--- config.mk ---
export PLATFORM = sky130hd
export DESIGN_NAME = npc_unit
export DESIGN_NICKNAME = d
export VERILOG_FILES = /design/src/rtl/npc_pkg.sv /design/src/rtl/npc_rst_sync.sv /design/src/rtl/npc_imm_gen.sv /design/src/rtl/npc_cond_eval.sv /design/src/rtl/npc_unit.sv
export SDC_FILE = /design/constraint.sdc
export NUM_CORES = 1
export LEC_CHECK = 0
export BUFFER_PORTS_ARGS = -buffer_cell sky130_fd_sc_hd__buf_4
export CORE_MARGIN = 2
export CORE_UTILIZATION = 30
export CTS_CLUSTER_DIAMETER = 60
export DETAILED_ROUTE_END_ITERATION = 16
export GPL_TIMING_DRIVEN = 0
export HOLD_SLACK_MARGIN = 0.02
export PLACE_DENSITY_LB_ADDON = 0.3
export RECOVER_POWER = 100
export SLEW_MARGIN = 20
export SYNTH_ARGS = -nofsm -noshare
export SYNTH_HDL_FRONTEND = slang
export SYNTH_HIERARCHICAL = 1
export SYNTH_SLANG_ARGS = --single-unit
--- constraint.sdc ---
create_clock -name clk -period 5.42 [get_ports clk]
set_input_delay 0.813 -clock clk [delete_from_list [all_inputs] [get_ports clk]]
set_output_delay 0.813 -clock clk [all_outputs]
set_load 0.01 [all_outputs]
--- src/rtl/npc_pkg.sv ---
package npc_pkg;
  localparam int unsigned INSN_W = 32;
  localparam int unsigned OPC_W  = 7;
  localparam int unsigned F3_W   = 3;
  localparam int unsigned REG_W  = 5;

  typedef enum logic [OPC_W-1:0] {
    OPC_LUI    = 7'b0110111,
    OPC_AUIPC  = 7'b0010111,
    OPC_JAL    = 7'b1101111,
    OPC_JALR   = 7'b1100111,
    OPC_BRANCH = 7'b1100011
  } opc_e;

  typedef enum logic [F3_W-1:0] {
    CMP_EQ  = 3'b000,
    CMP_NE  = 3'b001,
    CMP_LT  = 3'b100,
    CMP_GE  = 3'b101,
    CMP_LTU = 3'b110,
    CMP_GEU = 3'b111
  } cmp_e;
endpackage

--- src/rtl/npc_rst_sync.sv ---
module npc_rst_sync #(
  parameter int unsigned STAGES = 2
) (
  input  logic clk,
  input  logic arst_n,
  output logic rst_q_n
);
  logic [STAGES-1:0] chain_q;

  always_ff @(posedge clk or negedge arst_n) begin
    if (!arst_n) chain_q <= '0;
    else         chain_q <= {chain_q[STAGES-2:0], 1'b1};
  end

  assign rst_q_n = chain_q[STAGES-1];
endmodule

--- src/rtl/npc_imm_gen.sv ---
module npc_imm_gen #(
  parameter int unsigned XLEN = 32
) (
  input  logic [31:7]     fields,
  output logic [XLEN-1:0] imm_u,
  output logic [XLEN-1:0] imm_j,
  output logic [XLEN-1:0] imm_i,
  output logic [XLEN-1:0] imm_b
);
  // every format keeps its sign in bit 31; size casts of signed values sign-extend
  assign imm_u = XLEN'($signed({fields[31:12], 12'b0}));
  assign imm_j = XLEN'($signed({fields[31], fields[19:12], fields[20], fields[30:21], 1'b0}));
  assign imm_i = XLEN'($signed(fields[31:20]));
  assign imm_b = XLEN'($signed({fields[31], fields[7], fields[30:25], fields[11:8], 1'b0}));
endmodule

--- src/rtl/npc_cond_eval.sv ---
module npc_cond_eval
  import npc_pkg::*;
#(
  parameter int unsigned XLEN = 32
) (
  input  logic [XLEN-1:0] lhs,
  input  logic [XLEN-1:0] rhs,
  input  logic [F3_W-1:0] sel,
  output logic            take
);
  logic is_eq, lt_s, lt_u;

  assign is_eq = (lhs == rhs);
  assign lt_s  = ($signed(lhs) < $signed(rhs));
  assign lt_u  = (lhs < rhs);

  always_comb begin
    take = 1'b0;
    case (sel)
      CMP_EQ:  take = is_eq;
      CMP_NE:  take = !is_eq;
      CMP_LT:  take = lt_s;
      CMP_GE:  take = !lt_s;
      CMP_LTU: take = lt_u;
      CMP_GEU: take = !lt_u;
      default: take = 1'b0;
    endcase
  end
endmodule

--- src/rtl/npc_unit.sv ---
module npc_unit
  import npc_pkg::*;
#(
  parameter int unsigned XLEN = 32
) (
  input  logic            clk,
  input  logic            rst_n,
  input  logic            in_valid,
  input  logic [XLEN-1:0] cur_pc,
  input  logic [XLEN-1:0] src_a,
  input  logic [XLEN-1:0] src_b,
  input  logic [31:0]     instr,
  output logic            out_valid,
  output logic [XLEN-1:0] next_pc,
  output logic [XLEN-1:0] wb_data,
  output logic            wb_en
);
  localparam int unsigned INSN_BYTES = INSN_W / 8;
  localparam logic [XLEN-1:0] SEQ_STEP = XLEN'(INSN_BYTES);

  logic rst_q_n;
  npc_rst_sync #(.STAGES(2)) i_rst_sync (
    .clk(clk), .arst_n(rst_n), .rst_q_n(rst_q_n)
  );

  logic [OPC_W-1:0] opc;
  logic [REG_W-1:0] rd_idx;
  logic [F3_W-1:0]  f3;
  assign opc    = instr[OPC_W-1:0];
  assign rd_idx = instr[11:7];
  assign f3     = instr[14:12];

  logic [XLEN-1:0] imm_u, imm_j, imm_i, imm_b;
  npc_imm_gen #(.XLEN(XLEN)) i_imm (
    .fields(instr[31:7]), .imm_u(imm_u), .imm_j(imm_j), .imm_i(imm_i), .imm_b(imm_b)
  );

  logic br_take;
  npc_cond_eval #(.XLEN(XLEN)) i_cmp (
    .lhs(src_a), .rhs(src_b), .sel(f3), .take(br_take)
  );

  // three adders: sequential, PC-relative (shared offset mux), register-based
  logic [XLEN-1:0] seq_pc, rel_off, rel_pc, reg_sum;
  assign seq_pc  = cur_pc + SEQ_STEP;
  assign reg_sum = src_a + imm_i;

  always_comb begin
    case (opc)
      OPC_AUIPC: rel_off = imm_u;
      OPC_JAL:   rel_off = imm_j;
      default:   rel_off = imm_b;
    endcase
  end
  assign rel_pc = cur_pc + rel_off;

  logic [XLEN-1:0] pc_d, wb_d;
  logic            wants_wb, wb_en_d;

  always_comb begin
    pc_d     = seq_pc;
    wb_d     = '0;
    wants_wb = 1'b0;
    case (opc)
      OPC_LUI: begin
        wb_d     = imm_u;
        wants_wb = 1'b1;
      end
      OPC_AUIPC: begin
        wb_d     = rel_pc;
        wants_wb = 1'b1;
      end
      OPC_JAL: begin
        pc_d     = rel_pc;
        wb_d     = seq_pc;
        wants_wb = 1'b1;
      end
      OPC_JALR: begin
        pc_d     = {reg_sum[XLEN-1:1], 1'b0};
        wb_d     = seq_pc;
        wants_wb = 1'b1;
      end
      OPC_BRANCH: begin
        if (br_take) pc_d = rel_pc;
      end
      default: ;
    endcase
  end

  assign wb_en_d = in_valid && wants_wb && (rd_idx != '0);

  always_ff @(posedge clk or negedge rst_q_n) begin
    if (!rst_q_n) begin
      out_valid <= 1'b0;
      wb_en     <= 1'b0;
      next_pc   <= '0;
      wb_data   <= '0;
    end else begin
      out_valid <= in_valid;
      wb_en     <= wb_en_d;
      if (in_valid) begin
        next_pc <= pc_d;
        wb_data <= wb_d;
      end
    end
  end
endmodule

==> metrics.yaml, run 1 <==
clock_skew_ps: 9.32
drtIter0Drc: 1178
worstSetupEndpoint: "wb_data[23]"
ys_seq_area_frac: 0.174
ys_types: 78
synth.ff_latch_count: 68
crit_path_cell_trace: "buf_2, and4bb_1, nor3b_4, a31oi_1, clkbuf_1, nand2_1, nand2_1, ha_1, a21oi_1, o211ai_1, a31oi_2, a211oi_1, nor3_1, xnor2_1, a222oi_1, o2bb2ai_1"
worstPathRequired_ps: 5640
antenna_found_initial: 1
r2r_slack_ps: 2240
worst_setup_path_end_kind: "flip-flop"
finalCritPeriodShare: 0.954
wl_per_cell_um: 21.3
cp.depth: 16
cts_tree: "yes"
syn_area_mm2: 0.00975
max_freq_mhz: 193
setup_viol: 0
dp_hpwl_mm: 33.7
yosysWarningCount: 6
layout-drive-gt1-share: 0.183
synth_top_cell_by_area: "dfrtp_1"
die_x_um: 184
async_flop_share: 1.00
synthCells: 1290
cts_made_buffers: 9
violations: "max-capacitance violations, max-slew violations"
dr.pass1.iters: 9
syn_to_final_growth_pct: 20.3
rr_endpoint: "next_pc[10]"
post_cts_buffers: 0
reg2reg_depth: 1
die-area_mm2: 0.0340
startpoint_type: "input pin"
finalWorstSetupSlack_ps: 247
min_path_type: "in2async"
final_nets: 1725
fin_crit_ps: 5170
postRouteWirelength_mm: 41.4
postRouteAntennaNets: 0
clk_pin_slew_ps: 60
synthFlopType: "dfrtp_1"
power.leakage_nw: 5.32
viasPerCell: 5.52
antennaDiodeCount: 0
initial_core_util: 0.302
cts_max_level: 3
worst_skew_pair.late_latency_ps: 350
max-slew-margin-rel: -0.525
slowest_stage: "clkbuf_1"
reg2reg_from: "i_rst_sync/chain_q[1]"
ir_worst_vdd_v: 0.000136
grt_pass1_wl_mm: 61.2
cts_buffer_depth: 2
port_buffers: 177
slowest_delay_ps: 680
tightestPinTransition_ps: 2290
drc: 0
cp_max_fo: 10
routed-via-count: 10700
synth-edff-count: 0
dp_cells: 1923
clockRootBuffer: "clkbuf_16"
startpoint: "instr[3]"
power_density_mw_per_mm2: 184
grt_remaining_overflow: 0
drv_slew: 42
ioPinCount: 197
criticalPathCategory: "in2reg"
run_status: "complete, but fails checks"
fp-row-count: 66
path_buf_inv: 2
clock_sinks: 68
crit_family: "compound AO/OA/AOI/OAI gates"
tns_ps: 0
die_y_um: 184
synthTopCellsByArea: "dfrtp_1, ha_1, buf_4, a21oi_1, nand2_1"
final_util: 0.363
drv_cap: 1
critPathMostFrequentCell: "nand2_1"
syn_area_per_cell_um2: 7.56
gr-usage-all-layers: 0.241
dp_slack_ps: 23.6
core-area_mm2: 0.0323
fin_cells: 1939
grt_max_degree: 55
yosysTopAreaCellShare: 0.174
gp_congestion: 0.963
grt_pass1_vias: 10300
rsz0062_at_grt: "false"
hold_violations: 0
crit_arrival_ps: 5390
kinds of logic after synthesis:
kind of cell | after synthesis | synth area share
AOI/OAI and AO/OA | 396 | 0.280
xor gates and xnor gates | 81 | 0.0727
adders and majority gates | 102 | 0.132
buffers and inverters | 237 | 0.141
DFF | 68 | 0.174
muxes | 10 | 0.0105
other | 2 | 0.000770
and+or+nand+nor | 394 | 0.188
power by group:
group,switching [mW],internal [mW]
clock,0.262,0.405
combinational,0.540,0.382
sequential,0.0288,0.539
total,0.831,1.33
Yosys cell counts, types with 11 or more instances:
library cell / count
a21oi_1: 108
a222oi_1: 20
and3_1: 15
nor2b_1: 11
a22oi_1: 32
nand2_1: 137
a21o_1: 27
ha_1: 100
buf_4: 128
xnor2_1: 45
o21ai_0: 59
dfrtp_1: 68
a221oi_1: 19
inv_1: 55
o211ai_1: 12
o2bb2ai_1: 17
nand4_1: 24
xor2_1: 36
nor2_1: 109
nor3_1: 19
clkbuf_1: 46
nand3_1: 38
routing by layer:
metal,up-vias,GRT usage,routed length (µm)
met2,560,0.385,18300
met3,75,0.0397,3510
met5,-,0,16
met1,5074,0.326,18200
li1,4999,-,-
met4,2,0.0883,1380
repair_timing:
item,in CTS,in global routing
hold buffers,0,0
endpoints found under the setup margin,0,3
gates resized for setup,0,3
per-stage QoR:
step / hold WS (ps) / area [µm²] / power, mW
6_report: 231 / 11700 / 2.16
2_1_floorplan: 331 / 9800 / 1.16
4_1_cts: 218 / 12000 / 2.18
3_5_place_dp: 258 / 11700 / 1.50
5_1_grt: 231 / 11700 / 2.27
3_3_place_gp: 335 / 11700 / 1.50
cell type report:
cell class,count,area (µm²)
fillers,3437,20600
multi-input cells,998,6720
flip-flops and latches,68,1700
plain buffers,181,1170
repair buffers,178,1070
well taps,442,553
clock buffers,12,236
inverters,56,210
clock inverters,4,73.8
worst min-delay path by stage:
stage	from	end	depth (start not counted)
global placement	i_rst_sync/chain_q[0]	i_rst_sync/chain_q[1]	0
floorplan	i_rst_sync/chain_q[0]	i_rst_sync/chain_q[1]	0
finish	rst_n	i_rst_sync/chain_q[0]	1
CTS	rst_n	i_rst_sync/chain_q[1]	1
global route	rst_n	i_rst_sync/chain_q[1]	1
detailed placement	i_rst_sync/chain_q[1]	wb_data[28]	0
layout by cell type, fill, tap and decap left out, types with 6 or more instances in the layout:
| cell type | synthesis | routed |
|---|---|---|
| buf_4 | 128 | 236 |
| o21a_1 | 6 | 6 |
| ha_1 | 100 | 100 |
| o22ai_1 | 8 | 8 |
| o221ai_1 | 9 | 9 |
| nor2_1 | 109 | 109 |
| xor2_1 | 36 | 36 |
| xnor2_1 | 45 | 45 |
| and2_1 | 7 | 6 |
| clkbuf_1 | 46 | 119 |
| nand3_1 | 38 | 38 |
| o21bai_1 | 7 | 7 |
| a21oi_1 | 108 | 107 |
| mux2i_1 | 8 | 8 |
| a221oi_1 | 19 | 19 |
| nor3_1 | 19 | 19 |
| nor2b_1 | 11 | 11 |
| nand4_1 | 24 | 24 |
| a211oi_1 | 10 | 10 |
| nand2_1 | 137 | 137 |
| clkbuf_16 | 0 | 9 |
| a31oi_1 | 10 | 10 |
| conb_1 | 2 | 15 |
| nand2b_1 | 7 | 7 |
| o211ai_1 | 12 | 12 |
| a21o_1 | 27 | 27 |
| or3_1 | 7 | 7 |
| a22oi_1 | 32 | 32 |
| o2bb2ai_1 | 17 | 17 |
| inv_1 | 55 | 55 |
| buf_2 | 6 | 6 |
| and3_1 | 15 | 15 |
| a222oi_1 | 20 | 20 |
| o21ai_0 | 59 | 60 |
| dfrtp_1 | 68 | 68 |
registers in the layout, indices dropped and copies added (netlist names):
signal and cells:
wb_en 1, out_valid 1, i_rst_sync/chain_q 2, next_pc 32, wb_data 32
Note: power is estimated with default switching activity, not from simulation.
==> run 2: changes to the inputs <==
--- a/config.mk
+++ b/config.mk
@@ -6,7 +6,7 @@
 export NUM_CORES = 1
 export LEC_CHECK = 0
 export BUFFER_PORTS_ARGS = -buffer_cell sky130_fd_sc_hd__buf_4
-export CORE_MARGIN = 2
+export CORE_MARGIN = 4
 export CORE_UTILIZATION = 30
 export CTS_CLUSTER_DIAMETER = 60
 export DETAILED_ROUTE_END_ITERATION = 16
@@ -14,7 +14,7 @@
 export HOLD_SLACK_MARGIN = 0.02
 export PLACE_DENSITY_LB_ADDON = 0.3
 export RECOVER_POWER = 100
-export SLEW_MARGIN = 20
+export SLEW_MARGIN = 10
 export SYNTH_ARGS = -nofsm -noshare
 export SYNTH_HDL_FRONTEND = slang
 export SYNTH_HIERARCHICAL = 1
==> constraint.sdc (replaced) <==
create_clock -name clk -period 4.45 [get_ports clk]
set_input_delay 0.6675 -clock clk [delete_from_list [all_inputs] [get_ports clk]]
set_output_delay 0.6675 -clock clk [all_outputs]
set_load 0.01 [all_outputs]
==> metrics.yaml, run 2 (same netlist as run 1, synthesis figures left out) <==
tns_ps: -26.5
gp_congestion: 0.956
ctsHoldBuffers: 0
critPathMostFrequentCell: "nor2_1"
viasPerCell: 5.50
ir_worst_vdd_v: 0.000176
cp_max_fo: 10
die_y_um: 188
clock_skew_ps: 5.34
cts_buffer_depth: 2
final_nets: 1731
largestRegisters: "next_pc (32), wb_data (32), i_rst_sync/chain_q (2)"
drv_slew: 38
clockRootBuffer: "clkbuf_16"
ioPinCount: 197
dr.pass1.iters: 8
postRouteAntennaNets: 0
startpoint_type: "input pin"
slowest_delay_ps: 700
antenna_found_initial: 0
finalWorstSetupSlack_ps: -26.5
rsz0062_at_grt: "true"
power_density_mw_per_mm2: 218
setup_viol: 1
wl_per_cell_um: 22.2
final_area_mm2: 0.0120
r2r_slack_ps: 1720
cts_made_buffers: 9
criticalPathCategory: "in2reg"
fin_cells: 1938
crit_path_cell_trace: "buf_4, ha_1, nand4_1, or4b_2, o22ai_1, or4_1, a31o_1, inv_1, nor2_1, o21a_1, clkbuf_1, o21ai_0, a221oi_2, nor2_1"
cts_tree: "yes"
die_x_um: 188
hold_violations: 0
tightestPinTransition_ps: 2240
initial_core_util: 0.307
core-area_mm2: 0.0318
grt_pass1_wl_mm: 62.7
final_util: 0.376
worst_skew_pair.late_latency_ps: 350
total_power_mw: 2.60
startpoint: "src_a[31]"
max-slew-margin-rel: -0.496
clk_pin_slew_ps: 60
drc: 0
port_buffers: 177
worstPathRequired_ps: 4680
rr_endpoint: "next_pc[8]"
fin_crit_ps: 4480
cts_max_level: 3
worst_setup_path_end_kind: "flip-flop"
fp-row-count: 65
power.leakage_nw: 5.44
drtIter0Drc: 1288
grt_remaining_overflow: 0
drv_cap: 1
die-area_mm2: 0.0355
violations: "max-capacitance violations, max-slew violations, negative setup slack"
min_path_type: "in2async"
run_status: "complete, but fails checks"
syn_to_final_growth_pct: 22.7
postRouteWirelength_mm: 43.1
slowest_stage: "or4b_2"
antennaDiodeCount: 0
max_freq_mhz: 223
finalCritPeriodShare: 1.01
reg2reg_depth: 1
holdWs_ps: 87.7
reg2reg_from: "i_rst_sync/chain_q[1]"
layout-drive-gt1-share: 0.212
grt_pass1_vias: 10200
crit_arrival_ps: 4710
dp_hpwl_mm: 34.7
worstSetupEndpoint: "next_pc[17]"
clock_sinks: 68
dp_cells: 1916
final_common_cell: "buf_4"
grt_max_degree: 55
gr-usage-all-layers: 0.230
dpl_cell_area_mm2: 0.0117
routed-via-count: 10700
nFillCells: 3406
dp_slack_ps: -1170
layout.cells.most_common_list: "buf_4, nand2_1, nor2_1, a21oi_1, clkbuf_1"
-- run 2: critical path, delay by kind of cell --
kind	cells	cell delay [ps]
adder cells (fa/ha/maj)	1	380
buffers and inverters	3	780
AO/OA/AOI/OAI	5	1480
AND/OR/NAND/NOR	5	1400
-- run 2: worst min path at each step --
stage,from,end,slack [ps],depth (start not counted)
floorplan,i_rst_sync/chain_q[0],i_rst_sync/chain_q[1],330,0
global placement,i_rst_sync/chain_q[0],i_rst_sync/chain_q[1],340,0
detailed placement,i_rst_sync/chain_q[1],next_pc[28],290,0
CTS,rst_n,i_rst_sync/chain_q[1],80,1
global route,rst_n,i_rst_sync/chain_q[1],110,1
finish,rst_n,i_rst_sync/chain_q[1],90,1
-- run 2: where the power goes --
group	internal (mW)	switching [mW]	total (mW)
clock	0.434	0.311	0.745
combinational	0.485	0.677	1.16
sequential	0.657	0.0397	0.697
-- run 2: final cells by class --
| type | count | area (µm²) | area share |
|---|---|---|---|
| multi-input cells | 998 | 6860 | 0.574 |
| inverters | 56 | 210 | 0.0176 |
| well taps | 435 | 544 | 0.0455 |
| repair buffers | 188 | 1150 | 0.0963 |
| clock inverters | 6 | 65.1 | 0.00544 |
| flip-flops and latches | 68 | 1710 | 0.143 |
| clock buffers | 10 | 229 | 0.0191 |
| plain buffers | 177 | 1190 | 0.0998 |
-- run 2: layer usage --
layer / routed length [µm] / GRT usage / vias up
met1: 18900 / 0.319 / 5040
met3: 3630 / 0.0441 / 91
li1: - / - / 5004
met2: 18800 / 0.356 / 525
met5: 0 / 0 / -
met4: 1760 / 0.0832 / 0
-- run 2: what timing repair did --
item	in CTS	in global routing
pin swaps	3	8
setup buffers	4	6
gates cloned	0	0
gates resized for setup	28	35
endpoints found under the setup margin	45	32
==> run 3: changes to the inputs <==
--- a/config.mk
+++ b/config.mk
@@ -14,6 +14,7 @@
 export HOLD_SLACK_MARGIN = 0.02
 export PLACE_DENSITY_LB_ADDON = 0.3
 export RECOVER_POWER = 100
+export SKIP_LAST_GASP = 1
 export SLEW_MARGIN = 10
 export SYNTH_ARGS = -nofsm -noshare
 export SYNTH_HDL_FRONTEND = slang
==> metrics.yaml, run 3 (same netlist as run 1, synthesis figures left out) <==
die_y_um: 188
wl_per_cell_um: 22.2
critPathMostFrequentCell: "nor2_1"
highest_layer: "met4"
final_common_cell: "buf_4"
viasPerCell: 5.47
setup_viol: 0
hold_violations: 0
r2r_slack_ps: 1740
grt_max_degree: 55
gr-usage-all-layers: 0.230
worst_skew_pair.late_latency_ps: 350
slowest_delay_ps: 700
rsz0062_at_grt: "true"
clk_pin_slew_ps: 60
antenna_found_initial: 0
max_freq_mhz: 225
largestRegisters: "next_pc (32), wb_data (32), i_rst_sync/chain_q (2)"
cts_max_level: 3
antennaDiodeCount: 0
drtIter0Drc: 1200
reg2reg_depth: 1
crit_path_cell_trace: "buf_4, ha_1, nand4_1, or4b_2, o22ai_1, or4_1, a31o_1, inv_1, nor2_1, o21a_1, clkbuf_1, o21ai_0, a221oi_2, nor2_1"
route.met2.wl_mm: 18.9
cts_made_buffers: 9
drc: 0
postRouteWirelength_mm: 43.1
tightestPinTransition_ps: 2220
fp-row-count: 65
startpoint_type: "input pin"
drv_slew: 38
port_buffers: 177
wl_met1_mm: 19.0
reg2reg_from: "i_rst_sync/chain_q[1]"
power.leakage_nw: 5.44
cp_max_fo: 10
ioPinCount: 197
worst_setup_path_end_kind: "flip-flop"
wl_met3_mm: 3.41
drv_cap: 1
syn_to_final_growth_pct: 22.7
postRouteAntennaNets: 0
clock_sinks: 68
initial_core_util: 0.307
startpoint: "src_a[31]"
clock_skew_ps: 6.10
finalCritPeriodShare: 0.999
rr_endpoint: "next_pc[8]"
dr.pass1.iters: 9
power_density_mw_per_mm2: 217
cts_tree: "yes"
slowest_stage: "or4b_2"
die_x_um: 188
max-slew-margin-rel: -0.481
routed-via-count: 10600
violations: "max-capacitance violations, max-slew violations"
dp_hpwl_mm: 34.7
cts_buffer_depth: 2
die-area_mm2: 0.0355
final_util: 0.376
crit_arrival_ps: 4680
core-area_mm2: 0.0318
grt_pass1_wl_mm: 62.7
worstSetupEndpoint: "next_pc[17]"
final_nets: 1731
criticalPathCategory: "in2reg"
clockRootBuffer: "clkbuf_16"
ir_worst_vdd_v: 0.000175
dpl_cell_area_mm2: 0.0117
grt_remaining_overflow: 0
holdWs_ps: 88.2
worstPathRequired_ps: 4680
layout.cells.most_common_list: "buf_4, nand2_1, nor2_1, a21oi_1, clkbuf_1"
grt_pass1_vias: 10200
fin_crit_ps: 4450
run_status: "complete, but fails checks"
tns_ps: 0
layout-drive-gt1-share: 0.212
final_area_mm2: 0.0120
gp_congestion: 0.956
min_path_type: "in2async"
-- run 3: cell counts in the layout (fill, tap and decap cells not counted) --
No cell type changed its count.
-- run 3: worst max-delay path, delay by kind of cell --
kind | cells | cell delay, ps
buffers and inverters | 3 | 790
and+or+nand+nor | 5 | 1390
AOI/OAI and AO/OA | 5 | 1450
adders and majority gates | 1 | 370
-- run 3: worst min path at each step --
| stage | from | to | slack [ps] | depth (start not counted) |
|---|---|---|---|---|
| finish | rst_n | i_rst_sync/chain_q[1] | 90 | 1 |
| global route | rst_n | i_rst_sync/chain_q[1] | 110 | 1 |
| CTS | rst_n | i_rst_sync/chain_q[1] | 80 | 1 |
| detailed placement | i_rst_sync/chain_q[1] | next_pc[28] | 290 | 0 |
| global placement | i_rst_sync/chain_q[0] | i_rst_sync/chain_q[1] | 340 | 0 |
| floorplan | i_rst_sync/chain_q[0] | i_rst_sync/chain_q[1] | 330 | 0 |
-- run 3: timing repair --
action | 4_1_cts | 5_1_grt
setup endpoints to repair | 45 | 32
resized for setup | 27 | 36
pin swaps | 3 | 8
hold buffers | 0 | 0
setup buffers | 4 | 6
-- run 3: where the power goes --
part | total [mW] | internal, mW | switching [mW] | leakage, nW
registers | 0.697 | 0.657 | 0.0397 | 0.837
clock network | 0.741 | 0.434 | 0.307 | 0.142
logic | 1.16 | 0.485 | 0.677 | 4.46
total | 2.60 | 1.58 | 1.02 | 5.44
-- run 3: routing by layer --
layer,GRT usage,vias up
met2,0.356,500
met4,0.0832,0
li1,-,5010
met3,0.0441,87
met1,0.319,5001
met5,0,-
-- run 3: area by class of cell --
type                       count  area (µm²)
inverter                      56         210
multi-input combinational    998        6860
buffer                       177        1190
tap                          435         544
clock buffer                  10         229
timing repair buffer         188        1150
fill                        3406       19800
clock inverter                 6        65.1
sequential                    68        1710
-- run 3: per-stage QoR --
step	power, mW	setup slack, ps	cells
6_report	2.60	3.54	1938
3_3_place_gp	1.83	-1270	1915
2_1_floorplan	1.41	383	1303
5_1_grt	2.74	-43.7	1938
4_1_cts	2.60	-69.1	1936
3_5_place_dp	1.84	-1170	1916
